$ cat config.mk
export PLATFORM = sky130hd
export DESIGN_NAME = exc_entry_unit
export DESIGN_NICKNAME = d
export VERILOG_FILES = /design/src/rtl/exc_pkg.sv /design/src/rtl/exc_prio_sel.sv /design/src/rtl/exc_vec_calc.sv /design/src/rtl/exc_csr_file.sv /design/src/rtl/exc_entry_unit.sv
export SDC_FILE = /design/constraint.sdc
export NUM_CORES = 1
export LEC_CHECK = 0
export CAP_MARGIN = 20
export CELL_PAD_IN_SITES_DETAIL_PLACEMENT = 0
export CELL_PAD_IN_SITES_GLOBAL_PLACEMENT = 2
export CORE_MARGIN = 4
export CORE_UTILIZATION = 41
export CTS_BUF_LIST = sky130_fd_sc_hd__clkbuf_8
export CTS_CLUSTER_SIZE = 25
export DETAILED_ROUTE_END_ITERATION = 16
export DONT_BUFFER_PORTS = 1
export PLACE_DENSITY = 0.95
export SETUP_SLACK_MARGIN = 0.5
export SLEW_MARGIN = 20
export SYNTH_ARGS = -nofsm -noshare
export SYNTH_HDL_FRONTEND = slang
export SYNTH_HIERARCHICAL = 1
export SYNTH_SLANG_ARGS = --single-unit
$ cat constraint.sdc
create_clock -name clk -period 6.2 [get_ports clk]
set_clock_uncertainty 0.1 [all_clocks]
set_input_delay 1.24 -clock clk [delete_from_list [all_inputs] [get_ports clk]]
set_output_delay 1.24 -clock clk [all_outputs]
set_load 0.1 [all_outputs]
$ cat src/rtl/exc_pkg.sv
// Shared types for the exception entry unit.
// Assumes a 32-bit register layout; request bit number equals priority rank.
package exc_pkg;
    localparam int NUM_KINDS = 13;
    localparam int KIND_W    = 4;

    typedef enum logic [KIND_W-1:0] {
        K_RESET        = 4'd0,
        K_ADDR_FETCH   = 4'd1,
        K_TLB_REFILL   = 4'd2,
        K_TLB_INVALID  = 4'd3,
        K_TLB_MOD      = 4'd4,
        K_COP_UNUSABLE = 4'd5,
        K_RESERVED     = 4'd6,
        K_OVERFLOW     = 4'd7,
        K_TRAP         = 4'd8,
        K_SYSCALL      = 4'd9,
        K_BREAK        = 4'd10,
        K_ADDR_DATA    = 4'd11,
        K_INTERRUPT    = 4'd12
    } exc_kind_e;

    localparam logic [2:0] SEL_STATUS = 3'd0;
    localparam logic [2:0] SEL_CAUSE  = 3'd1;
    localparam logic [2:0] SEL_EPC    = 3'd2;
    localparam logic [2:0] SEL_BADV   = 3'd3;
    localparam logic [2:0] SEL_EBASE  = 3'd4;

    localparam int ST_EXL     = 1;
    localparam int ST_BEV     = 22;
    localparam int CA_CODE_LO = 2;
    localparam int CA_CE_LO   = 28;
    localparam int CA_IV      = 23;
    localparam int CA_BD      = 31;

    // Cause code written for a given kind and access direction.
    function automatic logic [4:0] cause_code(exc_kind_e k, logic st);
        case (k)
            K_ADDR_FETCH:                 return 5'h4;
            K_ADDR_DATA:                  return st ? 5'h5 : 5'h4;
            K_TLB_REFILL, K_TLB_INVALID:  return st ? 5'h3 : 5'h2;
            K_TLB_MOD:                    return 5'h1;
            K_COP_UNUSABLE:               return 5'hB;
            K_RESERVED:                   return 5'hA;
            K_OVERFLOW:                   return 5'hC;
            K_TRAP:                       return 5'hD;
            K_SYSCALL:                    return 5'h8;
            K_BREAK:                      return 5'h9;
            default:                      return 5'h0;
        endcase
    endfunction
endpackage

$ cat src/rtl/exc_prio_sel.sv
// Fixed-priority picker: the lowest-numbered active request wins.
// Assumes requests are sampled in the same cycle the pick is used.
module exc_prio_sel #(
    parameter int N  = 13,
    localparam int IW = $clog2(N)
) (
    input  logic          clk,
    input  logic          rst_n,
    input  logic [N-1:0]  req,
    output logic          any,
    output logic [IW-1:0] idx
);
    logic [N-1:0] grant;

    // One grant per line, masked by every higher-priority line.
    for (genvar i = 0; i < N; i++) begin : g_grant
        if (i == 0) begin : g_first
            assign grant[i] = req[i];
        end else begin : g_rest
            assign grant[i] = req[i] & ~(|req[i-1:0]);
        end
    end

    // Encode the winning line number.
    always_comb begin
        idx = '0;
        for (int i = N - 1; i >= 0; i--) begin
            if (req[i]) idx = IW'(i);
        end
    end

    assign any = |req;

    p_pick_highest_r1: assert property (@(posedge clk) disable iff (!rst_n)
        any |-> (grant[idx] && $onehot(grant)));
endmodule

$ cat src/rtl/exc_vec_calc.sv
// Handler address selection from boot bit, prior exception level and
// vectored-interrupt bit. Pure combinational; reset kind handled by caller.
module exc_vec_calc
    import exc_pkg::*;
#(
    parameter int XLEN = 32
) (
    input  exc_kind_e        kind,
    input  logic             bev,
    input  logic             exl_before,
    input  logic             iv,
    input  logic [XLEN-1:0]  ebase,
    output logic [XLEN-1:0]  handler
);
    localparam logic [XLEN-1:0] BOOT_GEN = XLEN'(32'hBFC0_0200);
    localparam logic [XLEN-1:0] OFS_GEN  = XLEN'(32'h180);
    localparam logic [XLEN-1:0] OFS_INT  = XLEN'(32'h200);

    // Choose the vector for the accepted exception.
    always_comb begin
        if (bev)                                       handler = BOOT_GEN;
        else if (kind == K_TLB_REFILL && !exl_before)  handler = ebase;
        else if (kind == K_INTERRUPT && iv)            handler = ebase + OFS_INT;
        else                                           handler = ebase + OFS_GEN;
    end
endmodule

$ cat src/rtl/exc_csr_file.sv
// Exception registers: status, cause, saved PC, bad address, base.
// Assumes at most one of take / eret / software write acts per cycle,
// with take first and eret second.
module exc_csr_file
    import exc_pkg::*;
#(
    parameter int XLEN = 32
) (
    input  logic             clk,
    input  logic             rst_n,
    input  logic             take,
    input  exc_kind_e        kind,
    input  logic             is_store,
    input  logic [XLEN-1:0]  vaddr,
    input  logic [1:0]       cop_id,
    input  logic [XLEN-1:0]  pc,
    input  logic             in_delay,
    input  logic             eret,
    input  logic             we,
    input  logic [2:0]       sel,
    input  logic [XLEN-1:0]  wdata,
    output logic [XLEN-1:0]  rdata,
    output logic             bev,
    output logic             exl,
    output logic             iv,
    output logic [XLEN-1:0]  ebase,
    output logic [XLEN-1:0]  epc
);
    localparam logic [XLEN-1:0] ST_WMASK    = XLEN'((1 << ST_BEV) | (1 << ST_EXL));
    localparam logic [XLEN-1:0] CA_WMASK    = XLEN'(1 << CA_IV);
    localparam logic [XLEN-1:0] EBASE_WMASK = ~XLEN'(32'hFFF);
    localparam logic [XLEN-1:0] ST_RESET    = XLEN'(1 << ST_BEV);
    localparam logic [XLEN-1:0] EBASE_RESET = XLEN'(32'h8000_0000);
    localparam logic [XLEN-1:0] PC_STEP     = XLEN'(4);

    logic [XLEN-1:0] status_q, cause_q, epc_q, badv_q, ebase_q;
    logic            entry;

    assign entry = take && (kind != K_RESET);

    // Register updates: exception entry, then return, then software write.
    always_ff @(posedge clk) begin
        if (!rst_n) begin
            status_q <= ST_RESET;
            cause_q  <= '0;
            epc_q    <= '0;
            badv_q   <= '0;
            ebase_q  <= EBASE_RESET;
        end else if (entry) begin
            status_q[ST_EXL] <= 1'b1;
            cause_q[CA_CODE_LO +: 5] <= cause_code(kind, is_store);
            if (kind == K_COP_UNUSABLE) cause_q[CA_CE_LO +: 2] <= cop_id;
            if (kind == K_ADDR_FETCH || kind == K_ADDR_DATA) badv_q <= vaddr;
            if (!status_q[ST_EXL]) begin
                epc_q          <= in_delay ? pc - PC_STEP : pc;
                cause_q[CA_BD] <= in_delay;
            end
        end else if (take) begin
            status_q <= status_q;
        end else if (eret) begin
            status_q[ST_EXL] <= 1'b0;
        end else if (we) begin
            case (sel)
                SEL_STATUS: status_q <= wdata & ST_WMASK;
                SEL_CAUSE:  cause_q  <= (cause_q & ~CA_WMASK) | (wdata & CA_WMASK);
                SEL_EPC:    epc_q    <= wdata;
                SEL_EBASE:  ebase_q  <= wdata & EBASE_WMASK;
                default:    ;
            endcase
        end
    end

    // Software read mux.
    always_comb begin
        case (sel)
            SEL_STATUS: rdata = status_q;
            SEL_CAUSE:  rdata = cause_q;
            SEL_EPC:    rdata = epc_q;
            SEL_BADV:   rdata = badv_q;
            SEL_EBASE:  rdata = ebase_q;
            default:    rdata = '0;
        endcase
    end

    assign bev   = status_q[ST_BEV];
    assign exl   = status_q[ST_EXL];
    assign iv    = cause_q[CA_IV];
    assign ebase = ebase_q;
    assign epc   = epc_q;

    p_exl_set_r11: assert property (@(posedge clk) disable iff (!rst_n)
        entry |=> exl);
    p_eret_clear_r11: assert property (@(posedge clk) disable iff (!rst_n)
        (eret && !take) |=> !exl);
    p_epc_hold_r10: assert property (@(posedge clk) disable iff (!rst_n)
        (entry && exl) |=> $stable(epc_q));
    p_reset_keeps_cause_r9: assert property (@(posedge clk) disable iff (!rst_n)
        (take && kind == K_RESET) |=> ($stable(cause_q) && $stable(status_q)));
endmodule

$ cat src/rtl/exc_entry_unit.sv
// Exception entry and vectoring unit: picks one request, updates the
// exception registers and issues a registered one-cycle redirect.
// Assumes the pipeline holds a request for exactly the cycle it is raised.
module exc_entry_unit
    import exc_pkg::*;
#(
    parameter int XLEN = 32
) (
    input  logic                 clk,
    input  logic                 rst_n,
    input  logic [NUM_KINDS-1:0] exc_req,
    input  logic                 exc_is_store,
    input  logic [XLEN-1:0]      exc_vaddr,
    input  logic [1:0]           exc_cop_id,
    input  logic [XLEN-1:0]      exc_pc,
    input  logic                 exc_in_delay,
    input  logic                 eret,
    input  logic                 csr_we,
    input  logic [2:0]           csr_sel,
    input  logic [XLEN-1:0]      csr_wdata,
    output logic [XLEN-1:0]      csr_rdata,
    output logic                 redir_valid,
    output logic [XLEN-1:0]      redir_pc
);
    localparam logic [XLEN-1:0] BOOT_VEC = XLEN'(32'hBFC0_0000);

    logic              take;
    logic [KIND_W-1:0] kind_idx;
    exc_kind_e         kind;
    logic              bev, exl, iv;
    logic [XLEN-1:0]   ebase, epc, handler;

    exc_prio_sel #(.N(NUM_KINDS)) u_sel (
        .clk   (clk),
        .rst_n (rst_n),
        .req   (exc_req),
        .any   (take),
        .idx   (kind_idx)
    );

    assign kind = exc_kind_e'(kind_idx);

    exc_vec_calc #(.XLEN(XLEN)) u_vec (
        .kind       (kind),
        .bev        (bev),
        .exl_before (exl),
        .iv         (iv),
        .ebase      (ebase),
        .handler    (handler)
    );

    exc_csr_file #(.XLEN(XLEN)) u_regs (
        .clk      (clk),
        .rst_n    (rst_n),
        .take     (take),
        .kind     (kind),
        .is_store (exc_is_store),
        .vaddr    (exc_vaddr),
        .cop_id   (exc_cop_id),
        .pc       (exc_pc),
        .in_delay (exc_in_delay),
        .eret     (eret),
        .we       (csr_we),
        .sel      (csr_sel),
        .wdata    (csr_wdata),
        .rdata    (csr_rdata),
        .bev      (bev),
        .exl      (exl),
        .iv       (iv),
        .ebase    (ebase),
        .epc      (epc)
    );

    // Registered redirect: strobe and target one cycle after acceptance.
    always_ff @(posedge clk) begin
        if (!rst_n) begin
            redir_valid <= 1'b0;
            redir_pc    <= '0;
        end else begin
            redir_valid <= take | eret;
            if (take)      redir_pc <= (kind == K_RESET) ? BOOT_VEC : handler;
            else if (eret) redir_pc <= epc;
        end
    end

    p_pulse_after_req_r12: assert property (@(posedge clk) disable iff (!rst_n)
        (take || eret) |=> redir_valid);
    p_quiet_otherwise_r12: assert property (@(posedge clk) disable iff (!rst_n)
        !(take || eret) |=> !redir_valid);
    p_boot_target_r9: assert property (@(posedge clk) disable iff (!rst_n)
        exc_req[0] |=> (redir_pc == BOOT_VEC));
endmodule

Word level (Yosys, flattened, before mapping)
Cells that the tools add are included.
Cells by class
  add/subtract/negate cells: 3
  equal/unequal tests: 20
  mux-type cells: 45
  bitwise gates (word level): 5
  reduce and logical (&&, ||, !) cells: 25
Operators by type and width (number)
  2-to-1 mux 32 bit: 17
  one-hot mux 32 bit (5 select lines): 1
  2-to-1 mux 4 bit: 13
  one-hot mux 5 bit (10 select lines): 1
  adder 32 x 10 -> 32 bit (second input constant): 1
  adder 32 x 9 -> 32 bit (second input constant): 1
  bitwise OR 32 x 24 -> 32 bit: 1
  subtractor 32 x 3 -> 32 bit (second input constant): 1
  AND reduction 5 bit: 6
  == test 4 bit (second input constant): 5
  == test 4 x 3 -> 1 bit (second input constant): 4
  OR reduction 13 bit: 1
  2-to-1 mux 2 bit: 5
  == test 4 x 2 -> 1 bit (second input constant): 2
  nonzero test 2 bit: 4
  2-to-1 mux 1 bit: 7
  == test 3 x 2 -> 1 bit (second input constant): 2
  nonzero test 3 bit: 2
  2-to-1 mux 5 bit: 1
  == test 4 x 1 -> 1 bit (second input constant): 1
  logical NOT 4 bit: 1
  inequality test 2 x 1 -> 1 bit (second input constant): 2
  inequality test 2 bit (second input constant): 2
  AND reduction 4 bit: 1
  other kinds (12): 16
Word-level totals
  bits in registers: 151
  input bits: 120
  output and inout port bits: 65
  logic and storage cells: 109

Longest topological paths before layout
Gate-level depths: netlist of run 1.
  depth after elaboration: 20
  depth in mapped cells: 12
  depth with buffers taken out: 11

Modules after synthesis
The synthesis of run 1 kept the hierarchy.
Modules (own cells, without submodules)
  exc_csr_file: times used 1, cells each 667, area an instance 5296.3 um2, seq. area each 1881.8 um2
  exc_entry_unit: times used 1, cells each 137, area an instance 1440.1 um2, seq. area each 660.6 um2
  exc_vec_calc: times used 1, cells each 123, area an instance 833.3 um2, seq. area each 0.0 um2
  exc_prio_sel: times used 1, cells each 23, area an instance 137.6 um2, seq. area each 0.0 um2

Worst setup path after synthesis of run 1
No wires, ideal clock.
  kind: input -> output
  from: in csr_sel[0]
  to: out csr_rdata[12]
  data arrival time: 4.153 ns
  required time: 4.860 ns
  path slack: 0.707 ns
  stages: 5
  path buffers: 3
  cells stage by stage: buf_2 -> buf_2 -> buf_2 -> mux2i_1 -> o21ai_0
On the way
  cells in the longest elaborated chain, start to end: 2
  elaborated cells on any way between the ends: 6
  classes of those cells: 4 x eq/ne; 1 x mux; 1 x reduce/logical
RTL lines
  from (decl): RTL line exc_entry_unit.sv:19  | input logic [2:0] csr_sel,
  == test 3 bit (tied with other cells): RTL line exc_csr_file.sv:75  | case (sel)
  one-hot mux 32 bit (5 select lines) (*): RTL line exc_csr_file.sv:75
  to (decl): RTL line exc_entry_unit.sv:21  | output logic [XLEN-1:0] csr_rdata,
Mark *: on every way between the ends. The rest lies on a longest branch, timed or not.

Worst setup path in the final report of run 1
  from: in csr_sel[0]
  to: out csr_rdata[28]
The elaborated chain is that of the path after synthesis.

==> flow_summary_export.csv, run 1 <==
group,metric,value,unit
cells_and_area,stdcell_count,1175,
placed_design,gp_congestion,0.858,
power_and_ir_drop,peakVddDrop,136,uV
timing,hold_viol,0,
cells_and_area,layout_common_cells,"nand2_1 (179), dfxtp_1 (127), a21oi_1 (78)",
placed_design,dpl_cell_area,7970,sq um
power_and_ir_drop,p_total,1920,uW
power_and_ir_drop,powerDensity,230,nW/um^2
clock_network,clkSlewWorstSetupHoldPaths,0.07,ns
synth,yosysSeqAreaShare,33.0,%
clock_network,cts.sinks,127,
cells_and_area,final_layout_size_suffix_gt1_share,17.5,%
timing,finalSetupViolCount,0,
global_routing,grt_pass1_wl,38900,um
flow_run,maxCapViolations,0,
floorplan,die-area,21100,sq um
placed_design,placed_cells,1144,
placed_design,io_buffers,0,
cells_and_area,multi_input_area,4840,sq um
timing,tns,0,ns
floorplan,initial_utilization,42.3,%
timing,fmax,0.246,GHz
outcome,status,"finished clean",
cells_and_area,mostFrequentLayoutCell,"nand2_1",
cells_and_area,nets,1057,
worst_setup_path,crit_slowest_cell,"o21ai_2",
synth,yosys_register_bits,127,
timing,slew-limit-headroom,21.1,%
worst_setup_path,path_max_fanout,35,
route,drc_errors,0,
clock_network,cts_root_buf,"clkbuf_8",
clock_network,clockBufferDepth,2,
cells_and_area,regArea,2540,sq um
clock_network,tritoncts,"done",
timing,rsz0062_at_grt,"no",
worst_setup_path,crit_arrival,2.72,ns
worst_setup_path,worstReg2RegStart,"u_regs/status_q[1]",
power_and_ir_drop,leakagePower,0.00292,uW
synth,yosys_warnings,6,
cells_and_area,n_fill_cell,1836,
floorplan,die-width,145,um
worst_setup_path,path_cells,"inv_1, nor2_1, a22oi_1, o21ai_2",
route,antenna_left,0,
route,wl_per_cell,21.8,um
global_routing,grt_pass1_vias,6585,
clock_network,cts_resized,0,
worst_setup_path,worstPathRequired,4.86,ns
synth,synth-edff-count,0,
cells_and_area,n_antenna_cell,0,
floorplan,dieHeight,145,um
worst_setup_path,crit_type,"in -> out",
synth,synthFlopType,"dfxtp_1",
synth,ys_types,78,
clock_network,htree_levels,4,
route,viasPerCell,5.84,
worst_hold_path,hp-start,"u_regs/badv_q[9]",
route,drt_wl_total,25700,um
cells_and_area,stdcell_area,8350,sq um
route,vias,6867,
global_routing,grt_use_total,23.5,%
timing,worst_pin_slew,1.18,ns
placed_design,dpl.hpwl,19100,um
synth,syn_area,7710,sq um
clock_network,post-cts-setup-buffers,0,
global_routing,grt_max_degree,73,
route,drt_iter0_markers,516,
floorplan,core-area,18200,sq um
cells_and_area,syn_to_final_growth,8.31,%
synth,synthCells,950,
clock_network,insertion_delay,0.44,ns
worst_setup_path,endpoint_kind,"primary output",
worst_setup_path,cp-startpoint,"csr_sel[0]",
global_routing,gr-total-overflow,0,
timing,finalMaxSlewViolations,0,
worst_hold_path,hold_path.class,"reg -> reg",
timing,layout_min_cycle_time,4.06,ns
route,drt-pass1-iter-count,5,
synth,avgSynthCellArea,8.11,sq um
worst_setup_path,cp_slowest_stage_delay,0.92,ns
worst_setup_path,start_kind,"input pin",
floorplan,rows,49,
global_routing,antenna_found_initial,0,
floorplan,num_io_pins,185,
timing,fin_crit_sh,65.5,%
clock_network,hold_buffers,0,
clock_network,numCtsBuffers,17,
synth,async_reset_ff_share,0,%
## power by group
part           total, uW  switching, uW  internal (uW)  leakage [uW]
registers            935           79.7            855       0.00104
clock network        695            318            377      0.000211
logic                294            189            106       0.00167
## state kept, by name, indices dropped and copies added, names as in the netlist
register	count
u_regs/badv_q	32
redir_pc	32
u_regs/cause_q	8
redir_valid	1
u_regs/ebase	20
u_regs/epc	32
u_regs/status_q	2
## through the flow
| stage | hold WS, ns | setup WS (ns) | util [%] |
|---|---|---|---|
| 4_1_cts | 0.359 | 2.17 | 45.8 |
| 5_1_grt | 0.381 | 2.11 | 45.8 |
| 6_report | 0.358 | 2.14 | 45.8 |
| 2_1_floorplan | 0.333 | 0.707 | - |
| 3_3_place_gp | 0.343 | 1.91 | 43.7 |
| 3_5_place_dp | 0.349 | 1.90 | 43.8 |
## worst max-delay path: cells and delay by family
family,cells,cell delay (ns)
simple gates,1,0.28
compound gates,2,1.10
buf+inv,1,0.08
## cells by family (layout without fill, tap and decap cells)
kind of cell	after synthesis	after routing	synth area share (%)
compound gates	232	232	20.3
xor+xnor	45	45	5.11
buf+inv	93	78	6.41
simple gates	375	375	24.8
fa+ha+maj	3	3	0.487
other cells	1	12	0.0487
flops	127	127	33.0
mux	74	74	9.89
## final timing paths
check | end | slack, ns | depth (start not counted)
max | csr_rdata[28] | 2.14 | 4
min | u_regs/badv_q[9] | 0.36 | 2
max reg2reg | u_regs/epc[19] | 3.81 | 5
min reg2reg | u_regs/badv_q[9] | 0.36 | 2
## metal layers
layer,GRT usage (%),share of wire (%)
met5,0,0
met4,6.51,1.4
met3,7.42,9.8
met2,35.5,44
met1,32.4,45
## cells in the mapped netlist (4+ instances only)
cell / n / share of area (%)
o21ai_0: 35 / 2.3
clkbuf_1: 36 / 1.8
and3_1: 7 / 0.57
a21oi_1: 78 / 5.1
o22ai_2: 8 / 1.3
buf_2: 17 / 1.1
nor4_2: 10 / 1.6
a31oi_1: 6 / 0.49
o221ai_1: 4 / 0.45
dfxtp_1: 127 / 33
xnor2_1: 28 / 3.2
o221a_2: 9 / 1.3
o31ai_1: 4 / 0.39
buf_4: 19 / 1.9
a22oi_1: 17 / 1.7
a211oi_1: 6 / 0.58
a21oi_2: 5 / 0.57
nand4_1: 9 / 0.73
nor3_1: 18 / 1.2
mux2_1: 4 / 0.58
o211ai_1: 5 / 0.49
xor2_1: 17 / 1.9
nand2b_1: 8 / 0.65
o21ai_1: 7 / 0.45
o22ai_1: 27 / 2.2
nor2b_1: 12 / 0.97
or3_1: 5 / 0.41
nand2_1: 179 / 8.7
mux2i_1: 57 / 7.4
inv_1: 13 / 0.63
nand3_1: 16 / 1.0
nor2_1: 71 / 3.5
buf_6: 7 / 1.0
mux2_2: 13 / 1.9
## layout make-up
class	instances	area share, %
clock inverter	11	1.21
clock buffer	20	3.30
tap	229	3.43
sequential	127	30.5
inverter	13	0.585
multi-input combinational	741	58.0
timing repair buffer	34	3.06
(Power assumes the default switching activity.)
==> inputs of run 2 (changes only) <==
--- a/config.mk
+++ b/config.mk
@@ -9,12 +9,12 @@
 export CELL_PAD_IN_SITES_DETAIL_PLACEMENT = 0
 export CELL_PAD_IN_SITES_GLOBAL_PLACEMENT = 2
 export CORE_MARGIN = 4
-export CORE_UTILIZATION = 41
+export CORE_UTILIZATION = 34
 export CTS_BUF_LIST = sky130_fd_sc_hd__clkbuf_8
 export CTS_CLUSTER_SIZE = 25
 export DETAILED_ROUTE_END_ITERATION = 16
 export DONT_BUFFER_PORTS = 1
-export PLACE_DENSITY = 0.95
+export PLACE_DENSITY = 0.87
 export SETUP_SLACK_MARGIN = 0.5
 export SLEW_MARGIN = 20
 export SYNTH_ARGS = -nofsm -noshare
==> constraint.sdc (replaced) <==
create_clock -name clk -period 3.55 [get_ports clk]
set_clock_uncertainty 0.1 [all_clocks]
set_input_delay 0.71 -clock clk [delete_from_list [all_inputs] [get_ports clk]]
set_output_delay 0.71 -clock clk [all_outputs]
set_load 0.1 [all_outputs]
==> flow_summary_export.csv, run 2 (synthesized netlist as in run 1, its figures left out) <==
group,metric,value,unit
power_and_ir_drop,p_sw_share,29.8,%
clock_network,clkSlewWorstSetupHoldPaths,0.07,ns
placed_design,placed_cells,1202,
power_and_ir_drop,peakVddDrop,180,uV
global_routing,grt_pass1_vias,6636,
power_and_ir_drop,leakagePower,0.00298,uW
clock_network,cts.sinks,127,
worst_setup_path,start_kind,"input pin",
cells_and_area,stdcell_count,1232,
clock_network,tritoncts,"done",
floorplan,die-width,159,um
cells_and_area,nets,1064,
worst_setup_path,path_max_fanout,16,
global_routing,grt_pass1_wl,40900,um
clock_network,hold_buffers,0,
worst_setup_path,worstPathRequired,2.74,ns
route,wl_per_cell,22.3,um
floorplan,rows,54,
cells_and_area,n_antenna_cell,0,
timing,hold_viol,0,
clock_network,insertion_delay,0.45,ns
route,drt_wl_total,27500,um
placed_design,dp_slack,0.430,ns
route,drt_iter0_markers,477,
cells_and_area,n_fill_cell,2298,
floorplan,initial_utilization,34.9,%
clock_network,numCtsBuffers,17,
worst_setup_path,cp_slowest_stage_delay,0.38,ns
floorplan,die-area,25100,sq um
timing,fmax,0.352,GHz
timing,finalMaxSlewViolations,0,
floorplan,core-area,22100,sq um
placed_design,gp_congestion,0.822,
cells_and_area,mostFrequentLayoutCell,"nand2_1",
global_routing,grt_use_total,21.5,%
route,drt-pass1-iter-count,5,
worst_setup_path,endpoint_kind,"primary output",
worst_setup_path,crit_arrival,2.03,ns
clock_network,post-cts-setup-buffers,0,
worst_setup_path,crit_slowest_cell,"nand2b_2",
route,viasPerCell,5.62,
flow_run,maxCapViolations,0,
global_routing,antenna_found_initial,0,
timing,fin_crit_sh,80.0,%
route,drc_errors,0,
route,vias,6926,
cells_and_area,final_layout_size_suffix_gt1_share,19.0,%
power_and_ir_drop,pwr-share-clk,38.6,%
worst_setup_path,path_cells,"nand2b_2, buf_4, o21ai_2, buf_4",
power_and_ir_drop,pwr-share-comb,15.6,%
placed_design,dpl.hpwl,20700,um
timing,slew-limit-headroom,26.2,%
worst_setup_path,crit_type,"in -> out",
timing,finalSetupViolCount,0,
power_and_ir_drop,power.switching,1050,uW
global_routing,grt_max_degree,51,
timing,layout_min_cycle_time,2.84,ns
timing,tns,0,ns
cells_and_area,syn_to_final_growth,12.4,%
clock_network,cts_resized,0,
route,antenna_left,0,
cells_and_area,post-route-util,39.2,%
cells_and_area,layout_common_cells,"nand2_1 (179), dfxtp_1 (127), a21oi_1 (77)",
timing,worst_pin_slew,1.11,ns
floorplan,dieHeight,159,um
power_and_ir_drop,p_int,2470,uW
power_and_ir_drop,seqPwrFrac,45.8,%
timing,rsz0062_at_grt,"no",
worst_hold_path,hold_path.class,"in -> reg",
clock_network,htree_levels,4,
clock_network,cts_root_buf,"clkbuf_8",
floorplan,num_io_pins,185,
timing,layout_setup_ws,0.711,ns
global_routing,gr-total-overflow,0,
power_and_ir_drop,powerDensity,407,nW/um^2
clock_network,clockBufferDepth,2,
outcome,status,"finished clean",
worst_setup_path,crit_top_cell,"buf_4",
placed_design,io_buffers,0,
==> run 2: changes by cell type in the layout (fill, tap and decap cells not counted), moves of 2 or more <==
| cell | delta |
|---|---|
| nor2_2 | -12 |
| o21ai_2 | -5 |
| mux2_1 | -3 |
| nor2_4 | +12 |
| buf_4 | +6 |
| bufinv_16 | +2 |
| o21ai_4 | +8 |
| o21ai_1 | -3 |
| mux2_4 | +3 |
==> run 2: cell type report <==
class | instances | area (sq um) | area share [%]
clock buffer | 19 | 262 | 3.02
clock inverter | 11 | 150 | 1.73
inverter | 13 | 48.8 | 0.563
multi-input combinational | 741 | 4990 | 57.6
sequential | 127 | 2540 | 29.4
tap | 280 | 350 | 4.05
timing repair buffer | 41 | 320 | 3.70
==> run 2: worst paths after layout <==
check	to	cells after the start	from	slack, ns
worst max-delay path	csr_rdata[12]	4	csr_sel[2]	0.71
worst min register to register	u_regs/badv_q[29]	2	u_regs/badv_q[29]	0.35
worst max register to register	redir_pc[8]	6	u_regs/status_q[1]	1.85
worst min-delay path	u_regs/ebase[31]	1	rst_n	0.26
==> run 2: worst max-delay path, delay by kind of cell <==
family / cells / cell delay (ns)
buffers and inverters: 2 / 0.68
AND/OR/NAND/NOR: 1 / 0.38
AO/OA/AOI/OAI: 1 / 0.25
==> run 2: power groups by stage <==
stage               Sequential [uW]  Combinational (uW)  Clock, uW
CTS                            1620                 548       1380
finish                         1610                 550       1360
global route                   1620                 597       1450
detailed placement             1650                 547          0
global placement               1650                 542          0
floorplan                      1610                 494          0
==> run 2: routing by layer <==
layer  routed length, um  track usage (%)  vias to the layer above
li1                    -                -                     3345
met3                2130             6.50                       29
met5                   0                0                        -
met4                 693             7.23                        0
met1               11500             27.4                     3318
met2               13100             34.8                      234
==> run 2: through the flow <==
step / hold WS, ns / power (uW) / instance area [sq um]
3_5_place_dp: 0.347 / 2190 / 8250
3_3_place_gp: 0.341 / 2190 / 8250
6_report: 0.261 / 3520 / 8660
4_1_cts: 0.220 / 3540 / 8660
2_1_floorplan: 0.333 / 2100 / 8000
5_1_grt: 0.224 / 3670 / 8660
==> inputs of run 3 (changes only) <==
--- a/config.mk
+++ b/config.mk
@@ -5,16 +5,17 @@
 export SDC_FILE = /design/constraint.sdc
 export NUM_CORES = 1
 export LEC_CHECK = 0
+export ABC_AREA = 1
 export CAP_MARGIN = 20
 export CELL_PAD_IN_SITES_DETAIL_PLACEMENT = 0
 export CELL_PAD_IN_SITES_GLOBAL_PLACEMENT = 2
 export CORE_MARGIN = 4
-export CORE_UTILIZATION = 34
+export CORE_UTILIZATION = 35
 export CTS_BUF_LIST = sky130_fd_sc_hd__clkbuf_8
 export CTS_CLUSTER_SIZE = 25
 export DETAILED_ROUTE_END_ITERATION = 16
 export DONT_BUFFER_PORTS = 1
-export PLACE_DENSITY = 0.87
+export PLACE_DENSITY = 0.92
 export SETUP_SLACK_MARGIN = 0.5
 export SLEW_MARGIN = 20
 export SYNTH_ARGS = -nofsm -noshare
==> constraint.sdc (replaced) <==
create_clock -name clk -period 2.84 [get_ports clk]
set_clock_uncertainty 0.1 [all_clocks]
set_input_delay 0.568 -clock clk [delete_from_list [all_inputs] [get_ports clk]]
set_output_delay 0.568 -clock clk [all_outputs]
set_load 0.1 [all_outputs]
==> flow_summary_export.csv, run 3 <==
group,metric,value,unit
outcome,status,"finished clean",
clock_network,insertion_delay,0.45,ns
worst_setup_path,critical-path-top-delay-family,"simple AND/OR/NAND/NOR gates",
placed_design,placed_cells,1588,
timing,tns,0,ns
synth,synth_top_area_share,31.5,%
worst_setup_path,worstReg2RegEnd,"redir_pc[22]",
route,viasPerCell,5.26,
timing,worst_pin_slew,0.988,ns
clock_network,clockBufferDepth,2,
cells_and_area,mostFrequentLayoutCell,"nand2_1",
synth,synthAdderAreaFrac,0.466,%
timing,layout_min_cycle_time,2.24,ns
timing,fmax,0.446,GHz
global_routing,gr-total-overflow,0,
worst_hold_path,hold_path.class,"in -> reg",
worst_setup_path,path_buf_inv,2,
synth,synth-edff-count,0,
synth,ys_types,54,
power_and_ir_drop,p_sw_share,34.1,%
worst_setup_path,endpoint_kind,"primary output",
global_routing,antenna_found_initial,0,
global_routing,grt_pass1_vias,8054,
global_routing,use_met1,32.3,%
synth,synth-simple-area-share,36.8,%
global_routing,grt.met2_usage,38.5,%
synth,synthXorXnorAreaFrac,0.652,%
worst_setup_path,crit_slowest_cell,"nor3_4",
synth,yosysMostFrequentCell,"nand2_1",
worst_setup_path,cp_num_cells,4,
timing,slew-limit-headroom,34.0,%
worst_hold_path,min_path_cells,2,
power_and_ir_drop,peakVddDrop,223,uV
worst_setup_path,worstReg2RegStart,"u_regs/status_q[22]",
global_routing,use_met3,5.37,%
synth,muxShareOfSynthArea,0,%
cells_and_area,final_layout_size_suffix_gt1_share,16.4,%
cells_and_area,stdcell_count,1625,
clock_network,cts_root_buf,"clkbuf_8",
global_routing,grt_use_total,23.9,%
route,wl_per_cell,19.4,um
cells_and_area,layout_common_cells,"nand2_1 (280), nor2_1 (203), dfxtp_1 (126)",
worst_setup_path,rrSetupSlack,0.99,ns
synth,synth_common_cells,"nand2_1 (289), nor2_1 (208), dfxtp_1 (127)",
synth,syn_area,8060,sq um
synth,async_reset_ff_share,0,%
clock_network,numCtsBuffers,17,
placed_design,dpl_cell_area,9250,sq um
cells_and_area,syn_to_final_growth,20.9,%
placed_design,gp_congestion,0.904,
worst_setup_path,cp_slowest_stage_delay,0.43,ns
route,drc_errors,0,
clock_network,tritoncts,"done",
synth,synth_top_family_by_area,"simple AND/OR/NAND/NOR gates",
clock_network,clkSlewWorstSetupHoldPaths,0.09,ns
power_and_ir_drop,pwr-share-clk,39.3,%
timing,rsz0062_at_grt,"no",
power_and_ir_drop,leakagePower,0.00389,uW
synth,synth_compound_area_share,19.4,%
worst_setup_path,path_max_fanout,8,
worst_setup_path,path_cells,"nor3_4, inv_2, o2111ai_4, buf_12",
worst_hold_path,hp-start,"exc_vaddr[2]",
clock_network,cts.sinks,127,
synth,synth_area_leaders,"dfxtp_1 (32%), nand2_1 (13%), nor2_1 (9.7%), o21ai_1 (5.8%), nand3_1 (5.7%)",
synth,yosys.area.top_type,"dfxtp_1",
synth,synthFlopType,"dfxtp_1",
synth,yosysSeqAreaShare,31.5,%
power_and_ir_drop,powerDensity,477,nW/um^2
global_routing,grt_pass1_wl,47600,um
placed_design,dpl.hpwl,24500,um
global_routing,grt_max_degree,113,
floorplan,rows,55,
worst_setup_path,reg2reg_depth,6,
route,vias,8547,
route,drt_wl_total,31500,um
worst_setup_path,crit_type,"in -> out",
power_and_ir_drop,power.switching,1580,uW
floorplan,core-area,22600,sq um
clock_network,htree_levels,4,
power_and_ir_drop,p_int,3060,uW
placed_design,io_buffers,0,
synth,avgSynthCellArea,6.23,sq um
route,antenna_left,0,
floorplan,initial_utilization,35.6,%
power_and_ir_drop,pwr-share-comb,17.6,%
floorplan,dieHeight,160,um
timing,fin_crit_sh,78.9,%
worst_hold_path,whs_endpoint,"u_regs/badv_q[2]",
worst_setup_path,start_kind,"input pin",
synth,yosys_warnings,6,
synth,yosys_register_bits,127,
worst_setup_path,crit_arrival,1.57,ns
route,drt_iter0_markers,847,
global_routing,grt_most_used_layer,"met2",
synth,synthCells,1295,
power_and_ir_drop,seqPwrFrac,43.1,%
timing,finalSetupViolCount,0,
floorplan,die-area,25500,sq um
timing,finalMaxSlewViolations,0,
flow_run,maxCapViolations,0,
route,drt-pass1-iter-count,6,
timing,hold_viol,0,
cells_and_area,stdcell_area,9750,sq um
cells_and_area,n_antenna_cell,0,
worst_setup_path,worstPathRequired,2.17,ns
cells_and_area,nets,1450,
clock_network,hold_buffers,0,
worst_setup_path,cp-startpoint,"csr_sel[2]",
floorplan,die-width,160,um
floorplan,num_io_pins,185,
-- run 3: cell count changes in the layout (fill, tap and decap cells not counted), moves of 57 or more --
cell	previous run	this run
mux2i_1	57	0
nor2_1	59	203
o21ai_1	4	91
nand2_1	179	280
inv_1	16	101
nand3_1	16	79
-- run 3: power by group through the flow --
| stage | Clock, uW | Sequential, uW | Combinational (uW) |
|---|---|---|---|
| 2_1_floorplan | 0 | 2030 | 595 |
| 3_3_place_gp | 0 | 2040 | 795 |
| 3_5_place_dp | 0 | 2040 | 804 |
| 4_1_cts | 1850 | 2000 | 807 |
| 5_1_grt | 1930 | 2010 | 888 |
| 6_report | 1830 | 2000 | 816 |
-- run 3: per-layer routing --
layer / share of wire [%] / vias up
met5: 0 / -
met4: 2.5 / 0
met3: 7.4 / 41
met2: 46 / 323
met1: 44 / 3888
li1: - / 4295
-- run 3: worst max path at each step --
| stage | endpoint | slack, ns |
|---|---|---|
| after detailed placement | redir_pc[7] | 0.12 |
| after global placement | redir_pc[8] | 0.13 |
| after global routing | u_regs/cause_q[28] | 0.50 |
| after CTS | csr_rdata[31] | 0.58 |
| final | csr_rdata[31] | 0.60 |
| after floorplan | csr_rdata[22] | 0.38 |
-- run 3: through the flow --
step	setup WS [ns]	power (uW)	hold slack [ns]	util, %
2_1_floorplan	0.381	2620	0.345	-
3_3_place_gp	0.129	2830	0.359	40.8
3_5_place_dp	0.122	2840	0.366	40.8
4_1_cts	0.577	4660	0.121	42.8
5_1_grt	0.496	4830	0.128	43.0
6_report	0.598	4650	0.141	43.0
-- run 3: repair_timing --
item	CTS	global route
cloned	0	0
resized for setup	1	2
pin swaps	0	4
endpoints found under the setup margin	1	30
setup buffers	0	5
-- run 3: logic make-up after synthesis --
logic type      Yosys count
other cells               1
simple gates            674
buf+inv                 199
fa+ha+maj                 3
compound gates          285
flops                   127
xor+xnor                  6
-- run 3: area by class of cell --
type | count | area (sq um)
tap | 285 | 357
clock buffer | 17 | 234
sequential | 127 | 2540
inverter | 130 | 495
fill | 2408 | 12900
multi-input combinational | 980 | 4990
clock inverter | 15 | 219
timing repair buffer | 71 | 908
